$ cat src/rtl/ctxp_pkg.sv
package ctxp_pkg;

   // Window class chosen from the age counter
   typedef enum logic [1:0] {
      WIN_NARROW = 2'd0,
      WIN_MID    = 2'd1,
      WIN_WIDE   = 2'd2
   } win_e;

   // Decay datapath variants
   localparam int DECAY_BARREL = 0;
   localparam int DECAY_SLICED = 1;

endpackage

$ cat src/rtl/ctxp_window.sv
module ctxp_window
   import ctxp_pkg::*;
#(
   parameter int CYC_W      = 2,
   parameter int NARROW_MAX = 1,
   parameter int MID_AGE    = 2
) (
   input  logic [CYC_W-1:0] age_i,
   output win_e             win_o,
   output logic [CYC_W-1:0] age_next_o
);
   localparam int               AGE_MAX   = (1 << CYC_W) - 1;
   localparam logic [CYC_W-1:0] AGE_TOP   = CYC_W'(AGE_MAX);
   localparam logic [CYC_W-1:0] AGE_NMAX  = CYC_W'(NARROW_MAX);
   localparam logic [CYC_W-1:0] AGE_MIDV  = CYC_W'(MID_AGE);

   generate
      if (CYC_W < 2) begin : g_bad_cyc
         $error("ctxp_window: CYC_W must be at least 2");
      end
      if (!(NARROW_MAX < MID_AGE && MID_AGE < AGE_MAX)) begin : g_bad_ages
         $error("ctxp_window: thresholds must satisfy NARROW_MAX < MID_AGE < top age");
      end
   endgenerate

   // Window class uses the age before it advances
   always_comb begin
      if (age_i <= AGE_NMAX)      win_o = WIN_NARROW;
      else if (age_i == AGE_MIDV) win_o = WIN_MID;
      else                        win_o = WIN_WIDE;
   end

   // Saturating age advance
   always_comb begin
      if (age_i == AGE_TOP) age_next_o = AGE_TOP;
      else                  age_next_o = age_i + CYC_W'(1);
   end

endmodule

$ cat src/rtl/ctxp_mps_decay.sv
module ctxp_mps_decay
   import ctxp_pkg::*;
#(
   parameter int PROB_W     = 10,
   parameter int SH_NARROW  = 3,
   parameter int SH_MID     = 4,
   parameter int SH_WIDE    = 5,
   parameter int TAIL_EXTRA = 2,
   parameter int IMPL       = DECAY_SLICED
) (
   input  logic [PROB_W-1:0] lgp_i,
   input  win_e              win_i,
   output logic [PROB_W-1:0] lgp_o
);
   localparam int SH_W = $clog2(PROB_W + 1);

   generate
      if (SH_WIDE + TAIL_EXTRA >= PROB_W) begin : g_bad_shift
         $error("ctxp_mps_decay: widest shift leaves no bits");
      end
      if (!(SH_NARROW < SH_MID && SH_MID < SH_WIDE)) begin : g_bad_order
         $error("ctxp_mps_decay: shifts must grow with the window");
      end
      if (IMPL != DECAY_BARREL && IMPL != DECAY_SLICED) begin : g_bad_impl
         $error("ctxp_mps_decay: unknown IMPL");
      end
   endgenerate

   generate
      if (IMPL == DECAY_BARREL) begin : g_barrel
         // One shared pair of variable shifters
         logic [SH_W-1:0] sh_a;
         logic [SH_W-1:0] sh_b;
         always_comb begin
            case (win_i)
               WIN_NARROW: sh_a = SH_W'(SH_NARROW);
               WIN_MID:    sh_a = SH_W'(SH_MID);
               default:    sh_a = SH_W'(SH_WIDE);
            endcase
            sh_b = sh_a + SH_W'(TAIL_EXTRA);
         end
         assign lgp_o = lgp_i - (lgp_i >> sh_a) - (lgp_i >> sh_b);
      end else begin : g_sliced
         // Three fixed-slice candidates, selected after the subtraction
         logic [PROB_W-1:0] cand_n;
         logic [PROB_W-1:0] cand_m;
         logic [PROB_W-1:0] cand_w;
         assign cand_n = lgp_i - (lgp_i >> SH_NARROW) - (lgp_i >> (SH_NARROW + TAIL_EXTRA));
         assign cand_m = lgp_i - (lgp_i >> SH_MID)    - (lgp_i >> (SH_MID + TAIL_EXTRA));
         assign cand_w = lgp_i - (lgp_i >> SH_WIDE)   - (lgp_i >> (SH_WIDE + TAIL_EXTRA));
         always_comb begin
            case (win_i)
               WIN_NARROW: lgp_o = cand_n;
               WIN_MID:    lgp_o = cand_m;
               default:    lgp_o = cand_w;
            endcase
         end
      end
   endgenerate

endmodule

$ cat src/rtl/ctxp_lps_step.sv
module ctxp_lps_step
   import ctxp_pkg::*;
#(
   parameter int PROB_W      = 10,
   parameter int STEP_NARROW = 197,
   parameter int STEP_MID    = 95,
   parameter int STEP_WIDE   = 46
) (
   input  logic [PROB_W-1:0] lgp_i,
   input  win_e              win_i,
   input  logic              mps_val_i,
   output logic [PROB_W-1:0] lgp_o,
   output logic              mps_val_o
);
   localparam int SUM_W = PROB_W + 1;
   localparam logic [SUM_W-1:0] MIRROR = {SUM_W{1'b1}};

   generate
      if (STEP_NARROW >= (1 << PROB_W) || STEP_MID >= (1 << PROB_W) ||
          STEP_WIDE >= (1 << PROB_W)) begin : g_bad_step
         $error("ctxp_lps_step: step constants must fit below full scale");
      end
      if (STEP_NARROW <= 0 || STEP_MID <= 0 || STEP_WIDE <= 0) begin : g_zero_step
         $error("ctxp_lps_step: step constants must be positive");
      end
   endgenerate

   logic [SUM_W-1:0] step;
   logic [SUM_W-1:0] sum;
   logic [SUM_W-1:0] reflected;
   logic             over;

   always_comb begin
      case (win_i)
         WIN_NARROW: step = SUM_W'(STEP_NARROW);
         WIN_MID:    step = SUM_W'(STEP_MID);
         default:    step = SUM_W'(STEP_WIDE);
      endcase
   end

   assign sum       = {1'b0, lgp_i} + step;
   assign over      = sum[SUM_W-1];
   assign reflected = MIRROR - sum;

   always_comb begin
      if (over) begin
         lgp_o     = reflected[PROB_W-1:0];
         mps_val_o = ~mps_val_i;
      end else begin
         lgp_o     = sum[PROB_W-1:0];
         mps_val_o = mps_val_i;
      end
   end

endmodule

$ cat src/rtl/ctx_prob_adapt.sv
module ctx_prob_adapt
   import ctxp_pkg::*;
#(
   parameter int PROB_W      = 10,
   parameter int CYC_W       = 2,
   parameter int NARROW_MAX  = 1,
   parameter int MID_AGE     = 2,
   parameter int SH_NARROW   = 3,
   parameter int SH_MID      = 4,
   parameter int SH_WIDE     = 5,
   parameter int TAIL_EXTRA  = 2,
   parameter int STEP_NARROW = 197,
   parameter int STEP_MID    = 95,
   parameter int STEP_WIDE   = 46,
   parameter int DECAY_IMPL  = DECAY_SLICED
) (
   input  logic              clk,
   input  logic              rst_n,
   input  logic              in_valid,
   input  logic              in_is_mps,
   input  logic [9:0]        in_lgp,
   input  logic [1:0]        in_cyc,
   input  logic              in_mps_val,
   output logic              out_valid,
   output logic [9:0]        out_lgp,
   output logic [1:0]        out_cyc,
   output logic              out_mps_val
);
   localparam logic [PROB_W-1:0] LGP_INIT  = {PROB_W{1'b1}};
   localparam int                STEP_MAX  = (STEP_NARROW > STEP_MID) ?
                                             ((STEP_NARROW > STEP_WIDE) ? STEP_NARROW : STEP_WIDE) :
                                             ((STEP_MID > STEP_WIDE) ? STEP_MID : STEP_WIDE);
   localparam int                FLIP_FLOOR = (1 << PROB_W) - 1 - STEP_MAX;

   generate
      if (PROB_W != 10 || CYC_W != 2) begin : g_port_width
         $error("ctx_prob_adapt: port widths are fixed at 10 and 2 bits");
      end
   endgenerate

   win_e              win;
   logic [CYC_W-1:0]  age_next;
   logic [PROB_W-1:0] lgp_hit;
   logic [PROB_W-1:0] lgp_miss;
   logic              mps_miss;

   ctxp_window #(
      .CYC_W      (CYC_W),
      .NARROW_MAX (NARROW_MAX),
      .MID_AGE    (MID_AGE)
   ) u_window (
      .age_i      (in_cyc),
      .win_o      (win),
      .age_next_o (age_next)
   );

   ctxp_mps_decay #(
      .PROB_W     (PROB_W),
      .SH_NARROW  (SH_NARROW),
      .SH_MID     (SH_MID),
      .SH_WIDE    (SH_WIDE),
      .TAIL_EXTRA (TAIL_EXTRA),
      .IMPL       (DECAY_IMPL)
   ) u_decay (
      .lgp_i (in_lgp),
      .win_i (win),
      .lgp_o (lgp_hit)
   );

   ctxp_lps_step #(
      .PROB_W      (PROB_W),
      .STEP_NARROW (STEP_NARROW),
      .STEP_MID    (STEP_MID),
      .STEP_WIDE   (STEP_WIDE)
   ) u_step (
      .lgp_i     (in_lgp),
      .win_i     (win),
      .mps_val_i (in_mps_val),
      .lgp_o     (lgp_miss),
      .mps_val_o (mps_miss)
   );

   // Result register, loaded only on a strobe
   always_ff @(posedge clk) begin
      if (!rst_n) begin
         out_valid   <= 1'b0;
         out_lgp     <= LGP_INIT;
         out_cyc     <= '0;
         out_mps_val <= 1'b0;
      end else begin
         out_valid <= in_valid;
         if (in_valid) begin
            out_cyc     <= age_next;
            out_lgp     <= in_is_mps ? lgp_hit : lgp_miss;
            out_mps_val <= in_is_mps ? in_mps_val : mps_miss;
         end
      end
   end

   // strobe follows the input strobe by one cycle
   a_r2_valid_follows: assert property (@(posedge clk) disable iff (!rst_n)
      in_valid |=> out_valid);
   a_r2_no_spurious: assert property (@(posedge clk) disable iff (!rst_n)
      !in_valid |=> !out_valid);

   // idle cycles leave the context untouched
   a_r8_hold: assert property (@(posedge clk) disable iff (!rst_n)
      !in_valid |=> ($stable(out_lgp) && $stable(out_cyc) && $stable(out_mps_val)));

   // age never goes back and is never zero after an update
   a_r4_age_advances: assert property (@(posedge clk) disable iff (!rst_n)
      in_valid |=> (out_cyc != 2'd0) && (out_cyc >= $past(in_cyc)));

   // a matching bin keeps the symbol and never raises the probability value
   a_r5_hit_decays: assert property (@(posedge clk) disable iff (!rst_n)
      (in_valid && in_is_mps) |=>
         (out_mps_val == $past(in_mps_val)) && (out_lgp <= $past(in_lgp)));

   // without a flip the value grows, with a flip it lands near full scale
   a_r7_miss_outcome: assert property (@(posedge clk) disable iff (!rst_n)
      (in_valid && !in_is_mps) |=>
         ((out_mps_val == $past(in_mps_val)) ? (out_lgp > $past(in_lgp))
                                             : (int'(out_lgp) >= FLIP_FLOOR)));

endmodule

$ cat config.mk
export PLATFORM = sky130hd
export DESIGN_NAME = ctx_prob_adapt
export DESIGN_NICKNAME = d
export VERILOG_FILES = /design/src/rtl/ctxp_pkg.sv /design/src/rtl/ctxp_window.sv /design/src/rtl/ctxp_mps_decay.sv /design/src/rtl/ctxp_lps_step.sv /design/src/rtl/ctx_prob_adapt.sv
export SDC_FILE = /design/constraint.sdc
export NUM_CORES = 1
export LEC_CHECK = 0
export BUFFER_PORTS_ARGS = -buffer_cell sky130_fd_sc_hd__buf_2
export CAP_MARGIN = 20
export CORE_MARGIN = 3
export CORE_UTILIZATION = 50
export DETAILED_ROUTE_END_ITERATION = 16
export PLACE_DENSITY = 0.73
export SYNTH_ARGS = -nofsm -noshare
export SYNTH_HDL_FRONTEND = slang
export SYNTH_SLANG_ARGS = --single-unit
$ cat constraint.sdc
create_clock -name clk -period 3.2 [get_ports clk]
set_input_delay 0.16 -clock clk [delete_from_list [all_inputs] [get_ports clk]]
set_output_delay 0.16 -clock clk [all_outputs]
set_load 0.01 [all_outputs]
# After elaboration in Yosys (flattened, before gate mapping)
# Cells that the tools add are included.
[totals]
reg_bits = 14
word_cells = 28
output_inout_bits = 14
in_bits = 17
[classes]
bitwise_logic = 1
n_lt_le_gt_ge = 1
n_mux = 9
n_reduce_logical = 1
eq_ne = 3
n_addsub = 9
[ops]
columns = ["operator", "count"]
rows = [
  ["$mux 10", 2],
  ["$pmux 10 s2", 1],
  ["$sub 10x5->10", 2],
  ["$pmux 8 s2", 1],
  ["$add 10x8->11", 1],
  ["$sub 10x10->10 const A", 1],
  ["$sub 10x3->10", 1],
  ["$sub 10x4->10", 1],
  ["$sub 10x6->10", 1],
  ["$sub 10x7->10", 1],
  ["$mux 2", 3],
  ["$eq 2x2->1 const B", 2],
  ["$add 2x1->2 const B", 1],
  ["$eq 2x1->1 const B", 1],
  ["$le 2x1->1 const B", 1],
  ["$logic_not 2->1", 1],
  ["$mux 1", 2],
  ["$not 1->1", 1],
]

# Logic depth before layout (Yosys ltp)
[logic_depth]
word_depth = 9
depth_mapped = 10
mapped_depth_nobuf = 10

# Modules after synthesis
# From an unflattened synthesis, not the netlist that was laid out.
[hier_totals]
cells_unflattened = 316
area_unflattened_um2 = 2700.1
[modules_own_cells]
columns = ["module", "instances", "cells_each", "seq_area_each_um2", "area_each_um2"]
rows = [
  ["ctxp_mps_decay", 1, 198, 0.0, 1559.0],
  ["ctx_prob_adapt", 1, 57, 280.3, 645.6],
  ["ctxp_lps_step", 1, 57, 0.0, 469.2],
  ["ctxp_window", 1, 4, 0.0, 26.3],
]

# Worst setup path before layout
# Ideal clock, no wire load.
[synth_timing]
path_type = "input port to flip-flop"
start = "input port in_cyc[1]"
end = "register out_lgp[6]"
n_path_buf = 1
stages = 9
required_ps = 3061
slack_ps = 641
arrival_ps = 2420
setup_time_ps = 139
cell_sequence = "clkbuf_1 -> inv_1 -> fa_1 -> nor2b_1 -> o211a_4 -> nor3_4 -> xnor3_1 -> o22ai_1 -> o211ai_1"
[synth_between]
elab_chain_cells = 9
word_cells_on_any_way = 12
cone_classes = "2 x add/sub; 1 x order compare; 2 x eq/ne; 6 x mux; 1 x reduce/logical"
[synth_lines]
columns = ["element", "line", "source"]
rows = [
  ["start: declaration", "ctx_prob_adapt.sv:22", "input logic [1:0] in_cyc,"],
  ["$eq 2x2->1", "ctxp_window.sv:29", "else if (age_i == AGE_MIDV) win_o = WIN_MID;"],
  ["$mux 2", "ctxp_window.sv:29", ""],
  ["$mux 2 (*)", "ctxp_window.sv:28", "if (age_i <= AGE_NMAX) win_o = WIN_NARROW;"],
  ["$eq 2x1->1 or $logic_not 2->1 (tied branches)", "ctxp_mps_decay.sv:52, ctxp_lps_step.sv:34", ""],
  ["$pmux 8 s2", "ctxp_lps_step.sv:34", "case (win_i)"],
  ["$add 10x8->11", "ctxp_lps_step.sv:41", "assign sum = {1'b0, lgp_i} + step;"],
  ["$sub 10x10->10", "ctxp_lps_step.sv:43", "assign reflected = MIRROR - sum;"],
  ["$mux 10", "ctxp_lps_step.sv:46", "if (over) begin"],
  ["$mux 10 (*)", "ctx_prob_adapt.sv:94", "out_lgp <= in_is_mps ? lgp_hit : lgp_miss;"],
  ["end signal: assignment", "ctx_prob_adapt.sv:94", ""],
  ["end: declaration", "ctx_prob_adapt.sv:25", "output logic [9:0] out_lgp,"],
]
# Every way passes the cells marked *; elsewhere a longest branch is shown, timed or not.
# A chain may end at the register's enable or synchronous reset.

# Worst setup path in the final report
[layout_timing]
start = "input port in_lgp[7]"
end = "register out_lgp[9]"
[layout_between]
elab_chain_cells = 4
word_cells_on_any_way = 11
cone_classes = "8 x add/sub; 3 x mux"
[layout_lines]
columns = ["element", "line", "source"]
rows = [
  ["start: declaration", "ctx_prob_adapt.sv:21", "input logic [9:0] in_lgp,"],
  ["$sub 10x5->10 (tied with other cells)", "ctxp_mps_decay.sv:50", "assign cand_w = lgp_i - (lgp_i >> SH_WIDE) - (lgp_i >> (SH_WIDE + TAIL_EXTRA));"],
  ["$sub 10x3->10 (tied with other cells)", "ctxp_mps_decay.sv:50", ""],
  ["$pmux 10 s2 or $mux 10 (tied branches)", "ctxp_mps_decay.sv:52, ctxp_lps_step.sv:46", ""],
  ["$mux 10 (*)", "ctx_prob_adapt.sv:94", ""],
]
# Marked as above.

==> reports/results.ini <==
[outcome]
status = finished clean

[clock_network]
clock_latency_ns = 0.25
clockBufferDepth = 2
cts.sinks = 14
cts_tree = built
clkTransAtPathRegs_ns = 0.07
post-cts-setup-buffers = 0
h-tree-depth = 1
cts_hold_buf = 0
cts_made_buffers = 3
cts_root_buf = clkbuf_8
cts_resized = 0

[synthesis]
synth_edf_count = 0
synth_flop_cell = dfxtp_1
yosys.area_share.simple_pct = 16.79
mappedNetlistNets = 404
ys_seq_elements = 14
synth_top_family_by_area = adder cells
ys_warn_count = 0
syn_avg_cell_area_um2 = 8.036
synthCells = 331
synthAdderAreaFrac_pct = 30.01
synth_cell_types = 57
synth-xor-area-share_pct = 7.432
synth-compound-area-share_pct = 24.74
yosysSeqAreaShare_pct = 10.54
synthArstFlopShare_pct = 0
muxShareOfSynthArea_pct = 3.528
synth_area_um2 = 2660

[sta]
setup_viol = 0
relSlewSlack_pct = 71.24
drv_slew = 0
finClkSkew_ns = 0
timing.final.ws_setup_ns = 0.6026
setup_tns_ns = 0
worst_slew_pin_slew_ns = 0.4255
rsz0062_at_grt = no
max_clock_freq_ghz = 0.3850
final_hold_viol_count = 0
min_period_ns = 2.597
fin_crit_sh_pct = 81.17

[final_layout]
num-fill-cells = 467
syn2layout_area_growth_pct = 12.65
layout-drive-gt1-share_pct = 14.44
nets = 441
final-instance-count-excl-fill = 434
diodes = 0

[global_route]
gr-max-usage-layer = met2
grt_start_max_net_pins = 21
antenna_found_initial = 0
grt_use_total_pct = 25.35
grt_pass1_vias = 2450
grt_util_met3_pct = 1.701
grt_pass1_wl_um = 12490
use_met1_pct = 36.57
grt_util_met2_pct = 41.51
gr-total-overflow = 0

[placed_design]
port_buffers = 30
placed_cells = 430
dp_slack_ns = 0.3543
dpl.hpwl_um = 6107
gp_congestion = 0.9810

[pwr]
netSwitchingPower_uw = 433.0
power_density_nw_per_um2 = 333.5
pwr-share-clk_pct = 17.9
total_power_uw = 999.3
p_sw_share_pct = 43.33
p_seq_share_pct = 20.0
pwr-share-comb_pct = 62.1
p_leak_uw = 0.001378
peakVddDrop_v = 0.0001649
p_int_uw = 566.3

[die]
core_um2 = 4942
dieArea_um2 = 6232
initial_core_util_pct = 53.82
die_h_um = 78.94
ioPinCount = 31
num_rows = 25
die_w_um = 78.94

[critical_path]
required_ns = 3.40
start_kind = input port
crit_path_end_kind = register
r2r-start = out_lgp[8]
rr_worst_depth = 3
crit_type = input port to register
ff2ff_setup_slack_ns = 2.29
critical_path_arrival_ns = 2.79
r2r_end = out_lgp[8]
crit_fanout = 8

[min_path]
hold_depth = 2
min_from = rst_n
hold_path_class = input port to register
holdPathEnd = out_lgp[4]

[drt]
drt-initial-drc-count = 230
num_vias = 2541
wl_um = 7335
drt_first_pass_iters = 4
post_drt_via_cell_ratio = 5.855
route.detailed.drc = 0
antenna_left = 0
wire_per_inst_um = 16.90

[run]
cap_violations = 0

logic make-up after synthesis:
kind of cell,Yosys count
muxes,9
adders and majority gates,56
xor gates and xnor gates,21
AOI/OAI and AO/OA,99
DFF,14
and+or+nand+nor,83
buffers and inverters,49
Yosys cell counts, types with 2 or more instances:
master	n	area [µm²]
ha_1	43	538.0
inv_1	39	146.4
a21oi_1	25	125.1
nand2_1	18	67.56
o21ai_0	18	90.09
nor2_1	17	63.81
dfxtp_1	14	280.3
fa_1	13	260.3
xnor2_1	12	105.1
nor3_1	10	50.05
o211ai_1	9	67.56
a211oi_1	8	60.06
xor2_1	8	70.07
clkbuf_1	7	26.28
mux2i_1	6	60.06
nand2b_1	6	37.54
nand3_1	6	30.03
o21a_1	6	45.04
a21o_1	5	37.54
a31oi_1	4	25.02
or3_1	4	25.02
mux2_2	3	33.78
nor2b_1	3	18.77
nor4b_1	3	26.28
o31ai_1	3	22.52
and3_1	2	12.51
nand4_1	2	12.51
nand4b_1	2	17.52
nor3b_1	2	15.01
nor4_1	2	12.51
o2111ai_1	2	17.52
o21bai_1	2	15.01
o221ai_1	2	17.52
o22ai_1	2	12.51
how the worst max path moves through the flow:
stage | cells after the start | from | to
after floorplan | 9 | in_cyc[1] | out_lgp[6]
after global placement | 10 | in_lgp[7] | out_lgp[9]
after detailed placement | 10 | in_lgp[7] | out_lgp[9]
after CTS | 10 | in_lgp[7] | out_lgp[9]
after global routing | 10 | in_lgp[7] | out_lgp[9]
final | 10 | in_lgp[7] | out_lgp[9]
layout make-up:
cell class	count	area [µm²]	area share, %
clock buffers	4	55.05	1.837
inverters	40	150.1	5.010
well taps	67	83.83	2.797
repair buffers	41	232.7	7.766
multi-input cells	268	2195	73.24
flip-flops and latches	14	280.3	9.353
stage by stage:
stage	utilization (%)	instance area (µm²)	hold WS [ns]
after global placement	59.52	2942	0.4352
after detailed placement	59.52	2942	0.4370
after CTS	60.63	2997	0.1864
final	60.63	2997	0.1862
after global routing	60.63	2997	0.2032
after floorplan	-	2660	0.3394
layout by cell type, fill, tap and decap left out, types with 2 or more instances in the layout:
cell type	instances
ha_1	43
o2111ai_1	2
nor4_1	2
inv_1	39
clkbuf_8	4
xnor2_1	12
or3_1	4
a21o_1	5
a21oi_1	25
a31oi_1	4
o31ai_1	3
nor3_1	10
buf_4	11
and3_1	2
nor4b_1	3
a211oi_1	8
mux2_2	3
nand4b_1	2
fa_1	13
nand4_1	2
xor2_1	8
mux2i_1	6
o211ai_1	9
nand2_1	18
o21ai_0	18
nor2b_1	3
o21bai_1	2
o22ai_1	2
nand3_1	6
buf_2	30
o21a_1	6
nor2_1	17
nor3b_1	2
o221ai_1	2
nand2b_1	6
dfxtp_1	14
power by group through the flow:
stage          clock network, µW  logic (µW)  registers, µW
2_1_floorplan                  0         434            212
3_3_place_gp                   0         603            203
3_5_place_dp                   0         611            203
4_1_cts                      178         616            200
5_1_grt                      188         694            201
6_report                     179         620            200
registers in the layout (all words and copies together), names as in the netlist:
signal       count
out_lgp         10
out_mps_val      1
out_cyc          2
out_valid        1
per-layer routing:
layer | wire length [µm] | vias to the layer above | part of all wire [%]
met5 | 0 | - | 0
met4 | 95 | 0 | 1.3
met3 | 469 | 9 | 6.4
met2 | 3360 | 91 | 46
met1 | 3409 | 1168 | 46
li1 | - | 1273 | -
worst max-delay path: stages:
cell,delay (ns)
buf_2,0.11
inv_1,0.30
fa_1,0.49
ha_1,0.35
a21oi_1,0.24
a21oi_1,0.10
a211oi_1,0.34
o2111ai_1,0.17
a2111oi_0,0.38
nand4b_1,0.15
(Power assumes the default switching activity.)
